--- config.mk ---
export PLATFORM = sky130hd
export DESIGN_NAME = pwm_shared_timer
export DESIGN_NICKNAME = d
export VERILOG_FILES = /design/src/rtl/pwm_tmr_pkg.sv /design/src/rtl/pwm_prescaler.sv /design/src/rtl/pwm_counter.sv /design/src/rtl/pwm_channel.sv /design/src/rtl/pwm_shared_timer.sv
export SDC_FILE = /design/constraint.sdc
export NUM_CORES = 1
export LEC_CHECK = 0
export BUFFER_PORTS_ARGS = -buffer_cell sky130_fd_sc_hd__buf_2
export CORE_MARGIN = 2
export CORE_UTILIZATION = 39
export CTS_CLUSTER_SIZE = 40
export DETAILED_ROUTE_END_ITERATION = 12
export GPL_ROUTABILITY_DRIVEN = 0
export GPL_TIMING_DRIVEN = 0
export PLACE_DENSITY = 0.57
export SLEW_MARGIN = 20
export SYNTH_ARGS = -nofsm -noshare
export SYNTH_HDL_FRONTEND = slang
export SYNTH_SLANG_ARGS = --single-unit
--- constraint.sdc ---
create_clock -name clk -period 3.9 [get_ports clk]
set_clock_uncertainty 0.1 [all_clocks]
set_input_delay 0.78 -clock clk [delete_from_list [all_inputs] [get_ports clk]]
set_output_delay 0.78 -clock clk [all_outputs]
set_load 0.05 [all_outputs]
--- src/rtl/pwm_tmr_pkg.sv ---
package pwm_tmr_pkg;
  localparam int OFF_PARAM   = 'h04;
  localparam int OFF_GLOBAL  = 'h08;
  localparam int OFF_CTRL    = 'h10;
  localparam int OFF_COUNT   = 'h14;
  localparam int OFF_MODULO  = 'h18;
  localparam int OFF_CH_BASE = 'h20;
  localparam int CH_STRIDE   = 8;
  localparam int PS_W        = 3;

  localparam logic [1:0] SEL_NORMAL   = 2'b10;
  localparam logic [1:0] SEL_INVERTED = 2'b01;
  localparam logic [1:0] CM_STOP      = 2'd0;
  localparam logic [1:0] CM_RUN       = 2'd1;
endpackage

--- src/rtl/pwm_prescaler.sv ---
module pwm_prescaler #(
  parameter int PS_W = 3
) (
  input  logic            clk,
  input  logic            rst,
  input  logic            run,
  input  logic [PS_W-1:0] ps,
  output logic            tick
);
  localparam int DIV_W = (1 << PS_W) - 1;

  logic [DIV_W-1:0] pre_cnt;
  logic [DIV_W-1:0] mask;

  assign mask = ~({DIV_W{1'b1}} << ps);
  assign tick = run && ((pre_cnt & mask) == mask);

  always_ff @(posedge clk) begin
    if (rst || !run) pre_cnt <= '0;
    else             pre_cnt <= pre_cnt + 1'b1;
  end
endmodule

--- src/rtl/pwm_counter.sv ---
module pwm_counter #(
  parameter int CNT_W = 16
) (
  input  logic             clk,
  input  logic             rst,
  input  logic             tick,
  input  logic             clr,
  input  logic             load_now,
  input  logic             mod_wr,
  input  logic [CNT_W-1:0] mod_wdata,
  output logic [CNT_W-1:0] cnt,
  output logic [CNT_W-1:0] mod_act,
  output logic             wrap
);
  logic [CNT_W-1:0] mod_buf;

  assign wrap = tick && (cnt >= mod_act);

  always_ff @(posedge clk) begin
    if (rst) begin
      cnt     <= '0;
      mod_act <= '0;
      mod_buf <= '0;
    end else begin
      if (clr)       cnt <= '0;
      else if (tick) cnt <= wrap ? '0 : cnt + 1'b1;

      if (mod_wr) begin
        mod_buf <= mod_wdata;
        if (load_now) mod_act <= mod_wdata;
      end else if (wrap) begin
        mod_act <= mod_buf;
      end
    end
  end
endmodule

--- src/rtl/pwm_channel.sv ---
module pwm_channel #(
  parameter int CNT_W = 16
) (
  input  logic             clk,
  input  logic             rst,
  input  logic             run,
  input  logic             load_now,
  input  logic             wrap,
  input  logic [CNT_W-1:0] cnt,
  input  logic             ctrl_wr,
  input  logic [7:0]       ctrl_wdata,
  input  logic             val_wr,
  input  logic [CNT_W-1:0] val_wdata,
  output logic [7:0]       ctrl_rd,
  output logic [CNT_W-1:0] val_act,
  output logic             en,
  output logic             pwm_o
);
  import pwm_tmr_pkg::*;

  logic             mode_b, mode_a, flag;
  logic [1:0]       sel;
  logic [CNT_W-1:0] val_buf;
  logic             below;

  assign en      = mode_b && (sel == SEL_NORMAL || sel == SEL_INVERTED);
  assign below   = cnt < val_act;
  assign ctrl_rd = {flag, 1'b0, mode_b, mode_a, sel, 2'b00};

  always_ff @(posedge clk) begin
    if (rst) begin
      mode_b  <= 1'b0;
      mode_a  <= 1'b0;
      sel     <= '0;
      flag    <= 1'b0;
      val_buf <= '0;
      val_act <= '0;
      pwm_o   <= 1'b0;
    end else begin
      if (ctrl_wr) begin
        mode_b <= ctrl_wdata[5];
        mode_a <= ctrl_wdata[4];
        sel    <= ctrl_wdata[3:2];
      end

      if (run && cnt == val_act)        flag <= 1'b1;
      else if (ctrl_wr && ctrl_wdata[7]) flag <= 1'b0;

      if (val_wr) begin
        val_buf <= val_wdata;
        if (load_now) val_act <= val_wdata;
      end else if (wrap) begin
        val_act <= val_buf;
      end

      pwm_o <= en && ((sel == SEL_INVERTED) ? !below : below);
    end
  end
endmodule

--- src/rtl/pwm_shared_timer.sv ---
module pwm_shared_timer #(
  parameter int NCH    = 4,
  parameter int CNT_W  = 16,
  parameter int ADDR_W = 8
) (
  input  logic              clk,
  input  logic              rst,
  input  logic              bus_wr,
  input  logic              bus_rd,
  input  logic [ADDR_W-1:0] bus_addr,
  input  logic [31:0]       bus_wdata,
  output logic [31:0]       bus_rdata,
  output logic [NCH-1:0]    pwm_out
);
  import pwm_tmr_pkg::*;

  logic [PS_W-1:0]  ps_q;
  logic [1:0]       cmod_q;
  logic             run, load_now, tick, wrap, cnt_clr, mod_wr;
  logic [CNT_W-1:0] cnt, mod_act;
  logic [NCH-1:0]   ch_en;
  logic [7:0]       ch_ctrl [NCH];
  logic [CNT_W-1:0] ch_val  [NCH];
  logic [31:0]      rd_mux;

  assign run      = cmod_q == CM_RUN;
  assign load_now = cmod_q == CM_STOP;
  assign cnt_clr  = bus_wr && bus_addr == ADDR_W'(OFF_COUNT);
  assign mod_wr   = bus_wr && bus_addr == ADDR_W'(OFF_MODULO);

  always_ff @(posedge clk) begin
    if (rst) begin
      ps_q   <= '0;
      cmod_q <= '0;
    end else if (bus_wr && bus_addr == ADDR_W'(OFF_CTRL)) begin
      ps_q   <= bus_wdata[PS_W-1:0];
      cmod_q <= bus_wdata[4:3];
    end
  end

  pwm_prescaler #(.PS_W(PS_W)) u_pre (
    .clk(clk), .rst(rst), .run(run), .ps(ps_q), .tick(tick)
  );

  pwm_counter #(.CNT_W(CNT_W)) u_cnt (
    .clk(clk), .rst(rst), .tick(tick), .clr(cnt_clr), .load_now(load_now),
    .mod_wr(mod_wr), .mod_wdata(bus_wdata[CNT_W-1:0]),
    .cnt(cnt), .mod_act(mod_act), .wrap(wrap)
  );

  for (genvar i = 0; i < NCH; i++) begin : g_ch
    localparam int CTRL_OFF = OFF_CH_BASE + CH_STRIDE * i;
    pwm_channel #(.CNT_W(CNT_W)) u_ch (
      .clk(clk), .rst(rst), .run(run), .load_now(load_now), .wrap(wrap),
      .cnt(cnt),
      .ctrl_wr(bus_wr && bus_addr == ADDR_W'(CTRL_OFF)),
      .ctrl_wdata(bus_wdata[7:0]),
      .val_wr(bus_wr && bus_addr == ADDR_W'(CTRL_OFF + 4)),
      .val_wdata(bus_wdata[CNT_W-1:0]),
      .ctrl_rd(ch_ctrl[i]), .val_act(ch_val[i]), .en(ch_en[i]),
      .pwm_o(pwm_out[i])
    );
  end

  always_comb begin
    rd_mux = '0;
    if (bus_addr == ADDR_W'(OFF_PARAM))  rd_mux = 32'(NCH);
    if (bus_addr == ADDR_W'(OFF_CTRL))   rd_mux = {27'd0, cmod_q, ps_q};
    if (bus_addr == ADDR_W'(OFF_COUNT))  rd_mux = 32'(cnt);
    if (bus_addr == ADDR_W'(OFF_MODULO)) rd_mux = 32'(mod_act);
    for (int i = 0; i < NCH; i++) begin
      if (bus_addr == ADDR_W'(OFF_CH_BASE + CH_STRIDE * i))     rd_mux = 32'(ch_ctrl[i]);
      if (bus_addr == ADDR_W'(OFF_CH_BASE + CH_STRIDE * i + 4)) rd_mux = 32'(ch_val[i]);
    end
  end

  always_ff @(posedge clk) begin
    if (rst)         bus_rdata <= '0;
    else if (bus_rd) bus_rdata <= rd_mux;
  end
endmodule

==> results.json <==
{
  "nets": 1612,
  "leakagePower_nw": 5.28,
  "io_pins": 80,
  "worst_ir_drop_vdd_v": 0.000296,
  "period_minus_slack_ns": 3.44,
  "totalNegativeSetupSlack_ns": 0,
  "worst_pin_slew_ns": 1.04,
  "setup_violations": 0,
  "drive_above_1_share": 0.149,
  "cp_slowest_cell": "dfxtp_1",
  "cpPeakStageDelay_ns": 0.72,
  "drt_pass1_iterations": 5,
  "post-route-period-util": 0.881,
  "cts.htree.levels": 1,
  "die_area_um2": 32100,
  "clock_path_buffers": 3,
  "synth.area.top_cells": "dfxtp_1 (38%), ha_1 (9.0%), mux2_2 (6.5%)",
  "cts_tree": "yes",
  "vias": 10465,
  "hold_violations": 0,
  "synth_flop_cell": "dfxtp_1",
  "relSlewSlack": 0.305,
  "arrival_ns": 3.77,
  "worstPathRequired_ns": 4.24,
  "synth.avg_cell_area_um2": 8.53,
  "drcViolationCount": 0,
  "design.core.area_um2": 30300,
  "diodes": 0,
  "crit_path_max_fanout": 10,
  "cts_made_buffers": 26,
  "rsz0062_at_grt": "false",
  "grt-ovfl-total": 0,
  "max_freq_mhz": 291,
  "ant_nets": 0,
  "multiInputGateArea_um2": 6590,
  "intPower_w": 0.00397,
  "p_switching_w": 0.00127,
  "die_w_um": 179,
  "ys_types": 78,
  "grt_max_degree": 14,
  "clk_latency_ns": 0.55,
  "synth.most_common_cell": "dfxtp_1",
  "cts_sinks": 228,
  "cts_resized": 0,
  "die_h_um": 179,
  "setup.worst_path.start_class": "flop",
  "root_buffer": "clkbuf_16",
  "synth_area_um2": 12000,
  "cp-end-kind": "flop",
  "dp_hpwl_um": 29900,
  "worstPathCellList": "ha_1 > a2111oi_4 > and2b_1 > o21ai_1 > a211o_1 > buf_6 > a32oi_4 > buf_12 > mux2_4",
  "rows": 64,
  "clk_pin_slew_ns": 0.06,
  "post_cts_buffers": 0,
  "initial_core_util": 0.394,
  "yosys.area.top_type": "dfxtp_1",
  "yosys_warnings": 0,
  "area_growth_pct": 13.7,
  "power_frac_seq": 0.447,
  "avgRoutedWirePerCell_um": 21.3,
  "status": "completed",
  "viasPerCell": 5.52,
  "grt_use_total": 0.253,
  "switching_share": 0.242,
  "synth_edf_count": 0,
  "min-delay-path-class": "flop to flop",
  "io_buffers": 38,
  "routed_wl_um": 40400,
  "drv_cap": 0,
  "synth_seq_cells": 228,
  "crit_type": "flop to flop",
  "slew_violations": 0,
  "power_density_nw_per_um2": 385,
  "yosys-top-cells-count": "dfxtp_1 (228), nand2_1 (207), nor2_1 (165), a21oi_1 (123), inv_1 (92)",
  "ctsHoldBuffers": 0,
  "p_clk_frac": 0.495,
  "syn_inst": 1401,
  "fin_worst_hold_slack_ns": 0.356,
  "drt_iter0_drc": 1187,
  "synthDominantCellAreaShare": 0.382,
  "p_comb_frac": 0.057,
  "antenna_found_initial": 0,
  "async_flop_share": 0,
  "synth_seq_area_share": 0.382,
  "seqCellArea_um2": 4560,
  "fill_cells": 3050,
  "grt_pass1_wl_um": 60300,
  "first_global_vias": 9806
}
## flip-flops by register name, summed over array words and instances (netlist names)
register,flops
g_ch.u_ch.val_act,64
g_ch.u_ch.val_buf,64
bus_rdata,16
u_cnt.cnt,16
u_cnt.mod_act,16
u_cnt.mod_buf,16
g_ch.u_ch.sel,8
u_pre.pre_cnt,7
g_ch.u_ch.flag,4
g_ch.u_ch.mode_a,4
g_ch.u_ch.mode_b,4
g_ch.u_ch.pwm_o,4
ps_q,3
cmod_q,2
## routing by layer
metal,wire [um],global-route usage,vias up,part of all wire
met5,0,0,-,0
met4,1540,0.0891,0,0.038
met1,18200,0.347,5015,0.45
met2,17800,0.403,392,0.44
met3,2810,0.0375,96,0.070
li1,-,-,4962,-
## placed cells by master, fill, tap and decap left out, drive strengths merged, types with 4 or more instances in the layout
cell / netlist / final
nand2b: 6 / 6
o22ai: 14 / 14
nand4: 25 / 25
nor3: 10 / 10
a32oi: 5 / 5
ha: 86 / 86
o211ai: 8 / 8
and3: 8 / 8
nand2: 207 / 207
nand3: 26 / 26
a311oi: 12 / 12
nor2: 167 / 167
clkbuf: 47 / 84
xnor2: 16 / 16
or3: 7 / 7
mux2: 81 / 81
bufinv: 0 / 4
buf: 49 / 87
o21ai: 31 / 31
mux2i: 28 / 28
nor2b: 12 / 12
conb: 1 / 16
a21boi: 4 / 4
a22oi: 26 / 26
xor2: 4 / 4
a21o: 8 / 8
dfxtp: 228 / 228
a31oi: 6 / 6
nor4: 7 / 7
a21oi: 123 / 123
a211oi: 9 / 9
inv: 92 / 92
clkinv: 0 / 5
nor4b: 6 / 6
## power groups by stage
stage	Clock, W	Combinational [W]	Sequential, W
2_1_floorplan	0	0.000154	0.00242
6_report	0.00259	0.000299	0.00234
5_1_grt	0.00273	0.000313	0.00234
3_3_place_gp	0	0.000293	0.00239
3_5_place_dp	0	0.000293	0.00239
4_1_cts	0.00263	0.000294	0.00234
## worst paths after layout
path	from	to	slack, ns	cells after the start
worst max-delay path	u_cnt.cnt[5]$_SDFFE_PP0P_	u_cnt.mod_act[2]$_SDFFE_PP0P_	0.46	9
worst max register to register	u_cnt.cnt[5]$_SDFFE_PP0P_	u_cnt.mod_act[2]$_SDFFE_PP0P_	0.46	9
worst min-delay path	g_ch[2].u_ch.val_buf[12]$_SDFFE_PP0P_	g_ch[2].u_ch.val_buf[12]$_SDFFE_PP0P_	0.36	2
worst min register to register	g_ch[2].u_ch.val_buf[12]$_SDFFE_PP0P_	g_ch[2].u_ch.val_buf[12]$_SDFFE_PP0P_	0.36	2
## metrics by stage
step                      cells  cell area [um2]  power [W]   util  setup slack [ns]
after global routing       1897            13600    0.00539  0.448             0.414
after detailed placement   1850            12700    0.00269  0.418             0.343
after global placement     1850            12700    0.00269  0.418             0.341
after CTS                  1897            13600    0.00526  0.448             0.515
final                      1897            13600    0.00524  0.448             0.464
after floorplan            1416            12000    0.00257      -              1.16
## cell families after synthesis
| kind of cell | Yosys count | share of synthesized area |
|---|---|---|
| flip-flops | 228 | 0.382 |
| multiplexers | 110 | 0.105 |
| AO/OA/AOI/OAI | 271 | 0.149 |
| other | 1 | 0.000314 |
| adder cells (fa/ha/maj) | 86 | 0.0900 |
| AND/OR/NAND/NOR | 497 | 0.188 |
| XOR/XNOR | 20 | 0.0147 |
| buffers and inverters | 188 | 0.0715 |
## area by class of cell
class,count,share of cell area
multi-input cells,1000,0.485
flip-flops and latches,228,0.336
well taps,396,0.0365
inverters,92,0.0254
plain buffers,96,0.0375
clock inverters,10,0.0121
clock buffers,37,0.0539
repair buffers,38,0.0140
## critical path, delay by kind of cell, from the launching register on
family,cells,cell delay (ns)
flip-flops,1,0.72
AO/OA/AOI/OAI,4,1.24
buffers and inverters,2,0.38
adder cells (fa/ha/maj),1,0.38
AND/OR/NAND/NOR,1,0.17
multiplexers,1,0.30
Power figures use the tool's default switching activity.
